### config.mk
export PLATFORM = sky130hd
export DESIGN_NAME = htm_txn_ctrl
export DESIGN_NICKNAME = d
export VERILOG_FILES = /design/src/rtl/htm_txn_pkg.sv /design/src/rtl/htm_txn_dp.sv /design/src/rtl/htm_txn_fsm.sv /design/src/rtl/htm_txn_ctrl.sv
export SDC_FILE = /design/constraint.sdc
export NUM_CORES = 1
export LEC_CHECK = 0
export BUFFER_PORTS_ARGS = -buffer_cell sky130_fd_sc_hd__buf_2
export CAP_MARGIN = 30
export CORE_AREA = 3 3 49 51
export CTS_BUF_LIST = sky130_fd_sc_hd__clkbuf_16
export CTS_CLUSTER_SIZE = 30
export DETAILED_ROUTE_END_ITERATION = 8
export DIE_AREA = 0 0 52 54
export GPL_TIMING_DRIVEN = 1
export HOLD_SLACK_MARGIN = 0.15
export PLACE_DENSITY = 0.57
export REMOVE_ABC_BUFFERS = 1
export SETUP_SLACK_MARGIN = 0.5
export SLEW_MARGIN = 20
export SYNTH_ARGS = -nofsm -noshare
export SYNTH_HDL_FRONTEND = slang
export SYNTH_SLANG_ARGS = --single-unit
### constraint.sdc
create_clock -name clk -period 4.98 [get_ports clk]
set_clock_uncertainty 0.2 [all_clocks]
set_input_delay 0.747 -clock clk [delete_from_list [all_inputs] [get_ports clk]]
set_output_delay 0.747 -clock clk [all_outputs]
set_load 0.05 [all_outputs]
### src/rtl/htm_txn_pkg.sv
package htm_txn_pkg;

  typedef enum logic [2:0] {
    ST_IDLE,
    ST_DRAIN_PRE,
    ST_ACTIVE,
    ST_COMMIT_DRAIN,
    ST_ABORT_FLUSH
  } txnState_e;

  typedef enum logic [2:0] {
    STS_NONE           = 3'd0,
    STS_COMMITTED      = 3'd1,
    STS_ABORT_OVF      = 3'd2,
    STS_ABORT_CONFLICT = 3'd3,
    STS_ABORT_EXPLICIT = 3'd4
  } txnStatus_e;

  typedef struct packed {
    logic       depthInit;
    logic       depthInc;
    logic       depthDec;
    logic       statusWr;
    txnStatus_e statusVal;
  } dpCtl_t;

endpackage

### src/rtl/htm_txn_dp.sv
module htm_txn_dp
  import htm_txn_pkg::*;
#(
  parameter int DEPTH_MAX = 7,
  localparam int DEPTH_W = $clog2(DEPTH_MAX + 1)
) (
  input  logic       clk,
  input  logic       rstN,
  input  dpCtl_t     ctl,
  output logic       depthIsOne,
  output logic       depthAtMax,
  output logic [2:0] statusCode
);

  logic [DEPTH_W-1:0] depthQ;
  txnStatus_e         statusQ;

  // Nesting depth: loaded with one on the outermost begin
  always_ff @(posedge clk) begin
    if (!rstN) begin
      depthQ <= '0;
    end else if (ctl.depthInit) begin
      depthQ <= DEPTH_W'(1);
    end else if (ctl.depthInc) begin
      depthQ <= depthQ + DEPTH_W'(1);
    end else if (ctl.depthDec) begin
      depthQ <= depthQ - DEPTH_W'(1);
    end
  end

  // Result of the most recent transaction
  always_ff @(posedge clk) begin
    if (!rstN) begin
      statusQ <= STS_NONE;
    end else if (ctl.statusWr) begin
      statusQ <= ctl.statusVal;
    end
  end

  assign depthIsOne = (depthQ == DEPTH_W'(1));
  assign depthAtMax = (depthQ == DEPTH_W'(DEPTH_MAX));
  assign statusCode = statusQ;

endmodule

### src/rtl/htm_txn_fsm.sv
module htm_txn_fsm
  import htm_txn_pkg::*;
#(
  parameter int CNT_W = 8
) (
  input  logic             clk,
  input  logic             rstN,
  input  logic             beginReq,
  input  logic             endReq,
  input  logic             abortReq,
  input  logic [CNT_W-1:0] inflightCnt,
  input  logic             loadBufEmpty,
  input  logic             storeBufEmpty,
  input  logic             loadOverflow,
  input  logic             storeOverflow,
  input  logic             snoopConflict,
  input  logic             drainDone,
  input  logic             depthIsOne,
  input  logic             depthAtMax,
  output dpCtl_t           ctl,
  output logic             dispatchStall,
  output logic             retireLock,
  output logic             memBufLock,
  output logic             drainWs,
  output logic             pipeFlush,
  output logic             ckptRestore,
  output logic             txActive
);

  txnState_e stateQ, stateD;
  logic      windowClean;
  logic      nestOnly;
  logic      unnestOnly;
  logic      ovfHit;

  assign windowClean = (inflightCnt == '0) && loadBufEmpty && storeBufEmpty;
  assign nestOnly    = beginReq && !endReq;
  assign unnestOnly  = endReq && !beginReq;
  assign ovfHit      = loadOverflow || storeOverflow || (nestOnly && depthAtMax);

  always_ff @(posedge clk) begin
    if (!rstN) stateQ <= ST_IDLE;
    else       stateQ <= stateD;
  end

  always_comb begin
    stateD        = stateQ;
    ctl           = '0;
    ctl.statusVal = STS_NONE;
    unique case (stateQ)
      ST_IDLE: begin
        if (beginReq) begin
          stateD        = ST_DRAIN_PRE;
          ctl.depthInit = 1'b1;
          ctl.statusWr  = 1'b1;
          ctl.statusVal = STS_NONE;
        end
      end
      ST_DRAIN_PRE: begin
        if (windowClean) stateD = ST_ACTIVE;
      end
      ST_ACTIVE: begin
        // abort causes outrank any end request in the same cycle
        if (ovfHit) begin
          stateD        = ST_ABORT_FLUSH;
          ctl.statusWr  = 1'b1;
          ctl.statusVal = STS_ABORT_OVF;
        end else if (snoopConflict) begin
          stateD        = ST_ABORT_FLUSH;
          ctl.statusWr  = 1'b1;
          ctl.statusVal = STS_ABORT_CONFLICT;
        end else if (abortReq) begin
          stateD        = ST_ABORT_FLUSH;
          ctl.statusWr  = 1'b1;
          ctl.statusVal = STS_ABORT_EXPLICIT;
        end else if (nestOnly) begin
          ctl.depthInc = 1'b1;
        end else if (unnestOnly) begin
          if (depthIsOne) stateD = ST_COMMIT_DRAIN;
          else            ctl.depthDec = 1'b1;
        end
      end
      ST_COMMIT_DRAIN: begin
        if (drainDone) begin
          stateD        = ST_IDLE;
          ctl.statusWr  = 1'b1;
          ctl.statusVal = STS_COMMITTED;
        end
      end
      ST_ABORT_FLUSH: begin
        stateD = ST_IDLE;
      end
      default: stateD = ST_IDLE;
    endcase
  end

  assign txActive      = (stateQ == ST_ACTIVE);
  assign drainWs       = (stateQ == ST_COMMIT_DRAIN);
  assign pipeFlush     = (stateQ == ST_ABORT_FLUSH);
  assign ckptRestore   = (stateQ == ST_ABORT_FLUSH);
  assign retireLock    = txActive || drainWs;
  assign memBufLock    = txActive || drainWs;
  assign dispatchStall = (stateQ == ST_DRAIN_PRE) || drainWs || pipeFlush;

endmodule

### src/rtl/htm_txn_ctrl.sv
module htm_txn_ctrl
  import htm_txn_pkg::*;
#(
  parameter int ROB_SIZE  = 168,
  parameter int DEPTH_MAX = 7,
  localparam int CNT_W = $clog2(ROB_SIZE + 1)
) (
  input  logic             clk,
  input  logic             rstN,
  input  logic             beginReq,
  input  logic             endReq,
  input  logic             abortReq,
  input  logic [CNT_W-1:0] inflightCnt,
  input  logic             loadBufEmpty,
  input  logic             storeBufEmpty,
  input  logic             loadOverflow,
  input  logic             storeOverflow,
  input  logic             snoopConflict,
  input  logic             drainDone,
  output logic             dispatchStall,
  output logic             retireLock,
  output logic             memBufLock,
  output logic             drainWs,
  output logic             pipeFlush,
  output logic             ckptRestore,
  output logic             txActive,
  output logic [2:0]       statusCode
);

  dpCtl_t ctl;
  logic   depthIsOne;
  logic   depthAtMax;

  htm_txn_fsm #(.CNT_W(CNT_W)) fsm_i (
    .clk(clk), .rstN(rstN),
    .beginReq(beginReq), .endReq(endReq), .abortReq(abortReq),
    .inflightCnt(inflightCnt),
    .loadBufEmpty(loadBufEmpty), .storeBufEmpty(storeBufEmpty),
    .loadOverflow(loadOverflow), .storeOverflow(storeOverflow),
    .snoopConflict(snoopConflict), .drainDone(drainDone),
    .depthIsOne(depthIsOne), .depthAtMax(depthAtMax),
    .ctl(ctl),
    .dispatchStall(dispatchStall), .retireLock(retireLock),
    .memBufLock(memBufLock), .drainWs(drainWs),
    .pipeFlush(pipeFlush), .ckptRestore(ckptRestore),
    .txActive(txActive)
  );

  htm_txn_dp #(.DEPTH_MAX(DEPTH_MAX)) dp_i (
    .clk(clk), .rstN(rstN),
    .ctl(ctl),
    .depthIsOne(depthIsOne), .depthAtMax(depthAtMax),
    .statusCode(statusCode)
  );

endmodule

==> impl_metrics.toml, run 1 <==
[yosys]
synthCells = 80
syn_area_um2 = 682
ys.flop_type = "dfxtp_1"
ys_ff_latch = 9
synth_warnings = 0
ys_async_sr_fraction = 0
syn_area_per_cell_um2 = 8.52
synth.distinct_cells = 39
ys_seq_area_frac = 0.264
synth_edf_count = 0

[critical_path]
slowest_delay_ps = 500
path_delay_family = "flip-flops"
crit_fanout = 10
cp_num_buf_inv = 1
rr_worst_depth = 7
cpMaxStageDelayCell = "dfxtp_1"
arrival_ps = 1420
worstSetupStartpoint = "fsm_i.stateQ[1]"
worstPathRequired_ps = 4030
worstSetupEndpointType = "primary output"
crit_chain = "nor2b_1 -> and2_1 -> buf_2"
rr_startpoint = "dp_i.depthQ[0]"
crit_type = "flip-flop to primary output"
r2r_end = "dp_i.depthQ[2]"
start_kind = "flip-flop"
cp.depth = 3
reg2reg_slack_ps = 2790
critical_path.endpoint = "drainWs"

[floorplanning]
initial_core_util = 0.344
rows = 16
core_area_mm2 = 0.00198
pin_count = 29
dieArea_mm2 = 0.00281
die_w_um = 52
die_h_um = 54

[clock_network]
cts_hold_buf = 0
clock-root-buffer = "clkbuf_16"
cts_tree = "yes"
cts.sinks = 9
cts_resized = 0
clk_latency_ps = 230
ctsHtreeMaxLevel = 1
numCtsBuffers = 3
path_clk_slew_ps = 40
cts_buffer_depth = 2
cts_setup_buffers = 0

[timing]
worstMarginPinSlew_ps = 377
slew_headroom = 0.748
finalWorstSetupSlack_ps = 2620
period_share = 0.475
rsz0062_at_grt = "no"
max_freq_ghz = 0.423
finalCriticalPeriod_ps = 2360
final.setup.tns_ps = 0
hold_viol_final = 0
setup_viol = 0
drv_slew = 0

[flow_run]
max_cap_violations = 0

[cells_and_area]
drive_gt1_frac = 0.352
design_area_um2 = 897
nets = 132
synthToLayoutAreaGrowth_pct = 31.6
final_core_util = 0.453
n_fill_cell = 198
diodes = 0

[place]
numPortBuffers = 28
hpwl_um = 1260
dp_slack_ps = 2390
routabilityCongestion = 0.737
placed_area_um2 = 818

[routing]
vias = 680
ant_nets = 0
wl_um = 1580
first_pass_iters = 4
drc = 0
wire_per_inst_um = 11.7
drt_iter0_drc = 2
via_per_inst = 5.04

[global_routing]
gr-total-overflow = 0
grt_start_max_net_pins = 11
antenna_found_initial = 0
grtUsageTotal = 0.136
grt_pass1_vias = 672
grt_pass1_wl_um = 2830

[power]
finalPower_w = 0.000478
leakage_nw = 0.426
power_density_mw_per_mm2 = 533
irDropWorstVdd_v = 0.000297

[worst_hold_path]
hold_start = "dp_i.statusCode[0]"
hp-class = "flip-flop to flip-flop"
min_path_cells = 1

[outcome]
status = "complete, no violations"
## state kept, by name, summed over array words and instances (netlist names)
name / flops
dp_i.depthQ: 3
dp_i.statusCode: 3
fsm_i.stateQ: 3
## logic make-up (layout without fill, tap and decap cells)
family                   Yosys count  after routing  synth area share
AO/OA/AOI/OAI                     17             17             0.174
XOR/XNOR                           2              2            0.0257
adder cells (fa/ha/maj)            4              4            0.0734
buffers and inverters              9             37            0.0826
flip-flops                         9              9             0.264
multiplexers                       1              1            0.0147
AND/OR/NAND/NOR                   38             38             0.365
## Yosys cell counts, types with 2 or more instances
cell,number,area (um^2)
nor4_1,2,12.5
nor3_1,4,20.0
inv_1,5,18.8
nand2b_1,2,12.5
nand2_1,5,18.8
buf_4,2,15.0
and2_1,2,12.5
dfxtp_1,9,180
nor2_1,5,18.8
nor2b_1,4,25.0
buf_6,2,22.5
a21oi_1,7,35.0
xnor2_1,2,17.5
ha_1,4,50.1
## final cells by class
type	instances	area [um^2]	share of cell area
timing repair buffer	28	140	0.156
clock buffer	3	75.1	0.0837
tap	27	33.8	0.0377
clock inverter	1	3.75	0.00418
inverter	5	18.8	0.0209
multi-input combinational	62	445	0.497
sequential	9	180	0.201
## placed cells by master (no fill, tap or decap), types with 2 or more instances in the layout
| master | count |
|---|---|
| buf_2 | 28 |
| dfxtp_1 | 9 |
| a21oi_1 | 7 |
| inv_1 | 6 |
| nor2_1 | 5 |
| nand2_1 | 5 |
| nor2b_1 | 4 |
| nor3_1 | 4 |
| ha_1 | 4 |
| clkbuf_16 | 3 |
| and2_1 | 2 |
| nand2b_1 | 2 |
| xnor2_1 | 2 |
| nor4_1 | 2 |
## worst register-to-register path: cells and delay by family, from the launching register on
family | cells | cell delay (ps)
and+or+nand+nor | 3 | 810
adders and majority gates | 2 | 410
DFF | 1 | 350
AOI/OAI and AO/OA | 2 | 320
## through the flow
step / cells / hold WS [ps]
after floorplan: 76 / 287
final: 135 / 256
after global placement: 131 / 242
after CTS: 135 / 262
after global routing: 135 / 301
after detailed placement: 131 / 247
## per-layer routing
| layer | global-route usage | vias up | part of all wire |
|---|---|---|---|
| li1 | - | 341 | - |
| met1 | 0.156 | 316 | 0.42 |
| met2 | 0.236 | 18 | 0.51 |
| met3 | 0.0249 | 5 | 0.041 |
| met4 | 0.0786 | 0 | 0.029 |
| met5 | 0 | - | 0 |
## worst min path at each step
stage,to,slack [ps]
floorplan,dp_i.depthQ[1],290
global placement,dp_i.statusCode[0],240
detailed placement,dp_i.statusCode[0],250
CTS,dp_i.statusCode[0],260
global route,dp_i.statusCode[0],300
finish,dp_i.statusCode[0],260
## report_power, final
part | internal (W) | switching [W]
combinational | 0.0000764 | 0.000146
clock | 0.000105 | 0.0000345
sequential | 0.0000880 | 0.0000286
Power figures use the tool's default switching activity.
==> run 2: changes to the inputs <==
Settings changed: ABC_AREA set to 1, CORE_AREA 3 3 49 51 to 3 3 50 52, DIE_AREA 0 0 52 54 to 0 0 53 55.
Clock period 4.98 ns to 2.22 ns, I/O delays scaled along.
==> run 2 against run 1 <==
Compared with the run above:
- cell count rose by 23%
- clock power up 130%
- synthesized cell count up 24%
- critical path depth stayed put
- count of clock-buffer cells in the layout unchanged
==> impl_metrics.toml, run 2 <==
[routing]
wl_um = 1780
drc = 0
vias = 742
wire_per_inst_um = 10.7
first_pass_iters = 4
ant_nets = 0
via_per_inst = 4.47
drt_iter0_drc = 12

[cells_and_area]
design_area_mm2 = 0.00110
nets = 162
layout_common_cells = "buf_2 (25), nor2_1 (16), nand2_1 (15)"
drive_gt1_frac = 0.471
n_fill_cell = 214
final_core_util = 0.513
synthToLayoutAreaGrowth_pct = 52.2
final_common_cell = "buf_2"
diodes = 0

[worst_hold_path]
hold_start = "abortReq"
hp-class = "primary input to flip-flop"
min_path_cells = 3
min_to = "dp_i.statusCode[2]"

[clock_network]
clk_latency_ps = 230
clock-root-buffer = "clkbuf_16"
cts.sinks = 9
ctsHtreeMaxLevel = 1
numCtsBuffers = 3
path_clk_slew_ps = 40
cts_tree = "yes"
cts_buffer_depth = 2

[timing]
period_share = 0.758
setup_viol = 0
finalCriticalPeriod_ps = 1680
hold_viol_final = 0
slew_headroom = 0.813
rsz0062_at_grt = "yes"
final.setup.tns_ps = 0
hold_ws_ps = 182
worstMarginPinSlew_ps = 280
drv_slew = 0
max_freq_ghz = 0.594

[critical_path]
worstSetupEndpointType = "primary output"
worstPathRequired_ps = 1690
crit_type = "flip-flop to primary output"
r2r_end = "dp_i.depthQ[2]"
start_kind = "flip-flop"
reg2reg_slack_ps = 560
slowest_delay_ps = 360
crit_fanout = 4
cpMaxStageDelayCell = "dfxtp_4"
rr_startpoint = "dp_i.depthQ[0]"
arrival_ps = 1150
cp_num_buf_inv = 2
crit_chain = "buf_4 -> nor3_4 -> buf_6"
path_delay_family = "flip-flops"
rr_worst_depth = 9

[power]
irDropWorstVdd_v = 0.000778
finalPower_w = 0.00123
power_density_mw_per_mm2 = 1120
leakage_nw = 0.527

[place]
numPortBuffers = 28
routabilityCongestion = 0.893
hpwl_um = 1310
placed_area_um2 = 883

[yosys]
ys.flop_type = "dfxtp_1"
synth_most_common_cell = "nor2_1"
synthCells = 99
ys_seq_area_frac = 0.249
ys_async_sr_fraction = 0
synth_top_area_frac = 0.249
yosys-top-cells-count = "nor2_1 (16), nand2_1 (15), inv_1 (10), dfxtp_1 (9), nand3_1 (7)"
synth_edf_count = 0
synth_warnings = 0
synth.distinct_cells = 30
synth_top_area_cell = "dfxtp_1"
syn_area_um2 = 723
ys_top_cells_by_area = "dfxtp_1 (25%), nor2_1 (8.3%), nand2_1 (7.8%), ha_1 (6.9%), inv_1 (5.2%)"
syn_area_per_cell_um2 = 7.30
ys_ff_latch = 9

[outcome]
status = "complete, no violations"

[floorplanning]
die_w_um = 53
die_h_um = 55
pin_count = 29
core_area_mm2 = 0.00215
initial_core_util = 0.337
dieArea_mm2 = 0.00292
rows = 17

[global_routing]
grt_pass1_wl_um = 2730
antenna_found_initial = 0
grtUsageTotal = 0.129
grt_start_max_net_pins = 7
grt_pass1_vias = 624
gr-total-overflow = 0

[flow_run]
max_cap_violations = 0
-- run 2: cell types whose count changed in the layout (fill, tap and decap cells not counted), sizes merged, moves of 4 or more --
cell	before	now
nor2	6	20
nand2	5	18
buf	28	36
inv	6	14
nand3	1	9
nor2b	4	0
-- run 2: routing by layer --
layer	vias up	track usage	wire length, um
li1	399	-	-
met2	22	0.209	909
met1	319	0.153	726
met4	0	0.0383	5
met3	2	0.0590	143
met5	-	0	0
-- run 2: cell type report --
cell class / instances / area, um^2 / area share
multi-input cells: 75 / 517 / 0.469
clock buffers: 3 / 75.1 / 0.0682
well taps: 28 / 35.0 / 0.0318
flip-flops and latches: 9 / 188 / 0.170
repair buffers: 37 / 229 / 0.208
inverters: 13 / 53.8 / 0.0489
clock inverters: 1 / 3.75 / 0.00341
-- run 2: kinds of logic after synthesis --
family,Yosys count,share of synthesized area
AOI/OAI and AO/OA,13,0.133
adders and majority gates,4,0.0692
buffers and inverters,15,0.0882
DFF,9,0.249
xor gates and xnor gates,2,0.0242
and+or+nand+nor,56,0.436
-- run 2: worst max path at each step --
stage,to,startpoint,depth (start not counted)
6_report,drainWs,fsm_i.stateQ[2],3
5_1_grt,drainWs,fsm_i.stateQ[0],3
4_1_cts,dispatchStall,fsm_i.stateQ[2],4
3_5_place_dp,dp_i.depthQ[0],dp_i.depthQ[0],9
3_3_place_gp,dispatchStall,fsm_i.stateQ[2],4
2_1_floorplan,dispatchStall,fsm_i.stateQ[2],3
-- run 2: where the power goes --
group / leakage (nW) / internal, W / total, W / switching (W)
Combinational: 0.410 / 0.000238 / 0.000683 / 0.000446
Clock: 0.0423 / 0.000235 / 0.000313 / 0.0000774
Sequential: 0.0753 / 0.000200 / 0.000236 / 0.0000361
-- run 2: what timing repair did --
item | CTS | global route
hold endpoints to repair | 1 | 0
gates cloned | 0 | 0
gates resized for setup | 14 | 7
setup endpoints to repair | 8 | 10
pin swaps | 4 | 3
hold buffers | 1 | 0
setup buffers | 3 | 5
-- run 2: worst register-to-register path, stage by stage (launching register included) --
cell and delay, ps:
dfxtp_2 340, ha_4 130, ha_2 160, nand3_2 100, nand3_4 120, nor2_8 60
buf_4 130, nand3_1 50, o21ai_0 80, o21a_1 170
-- run 2: stage by stage --
stage | std cells | setup WS [ps]
final | 166 | 536
after global routing | 166 | 471
after CTS | 161 | 480
after detailed placement | 153 | 484
after global placement | 153 | 526
after floorplan | 97 | -1530
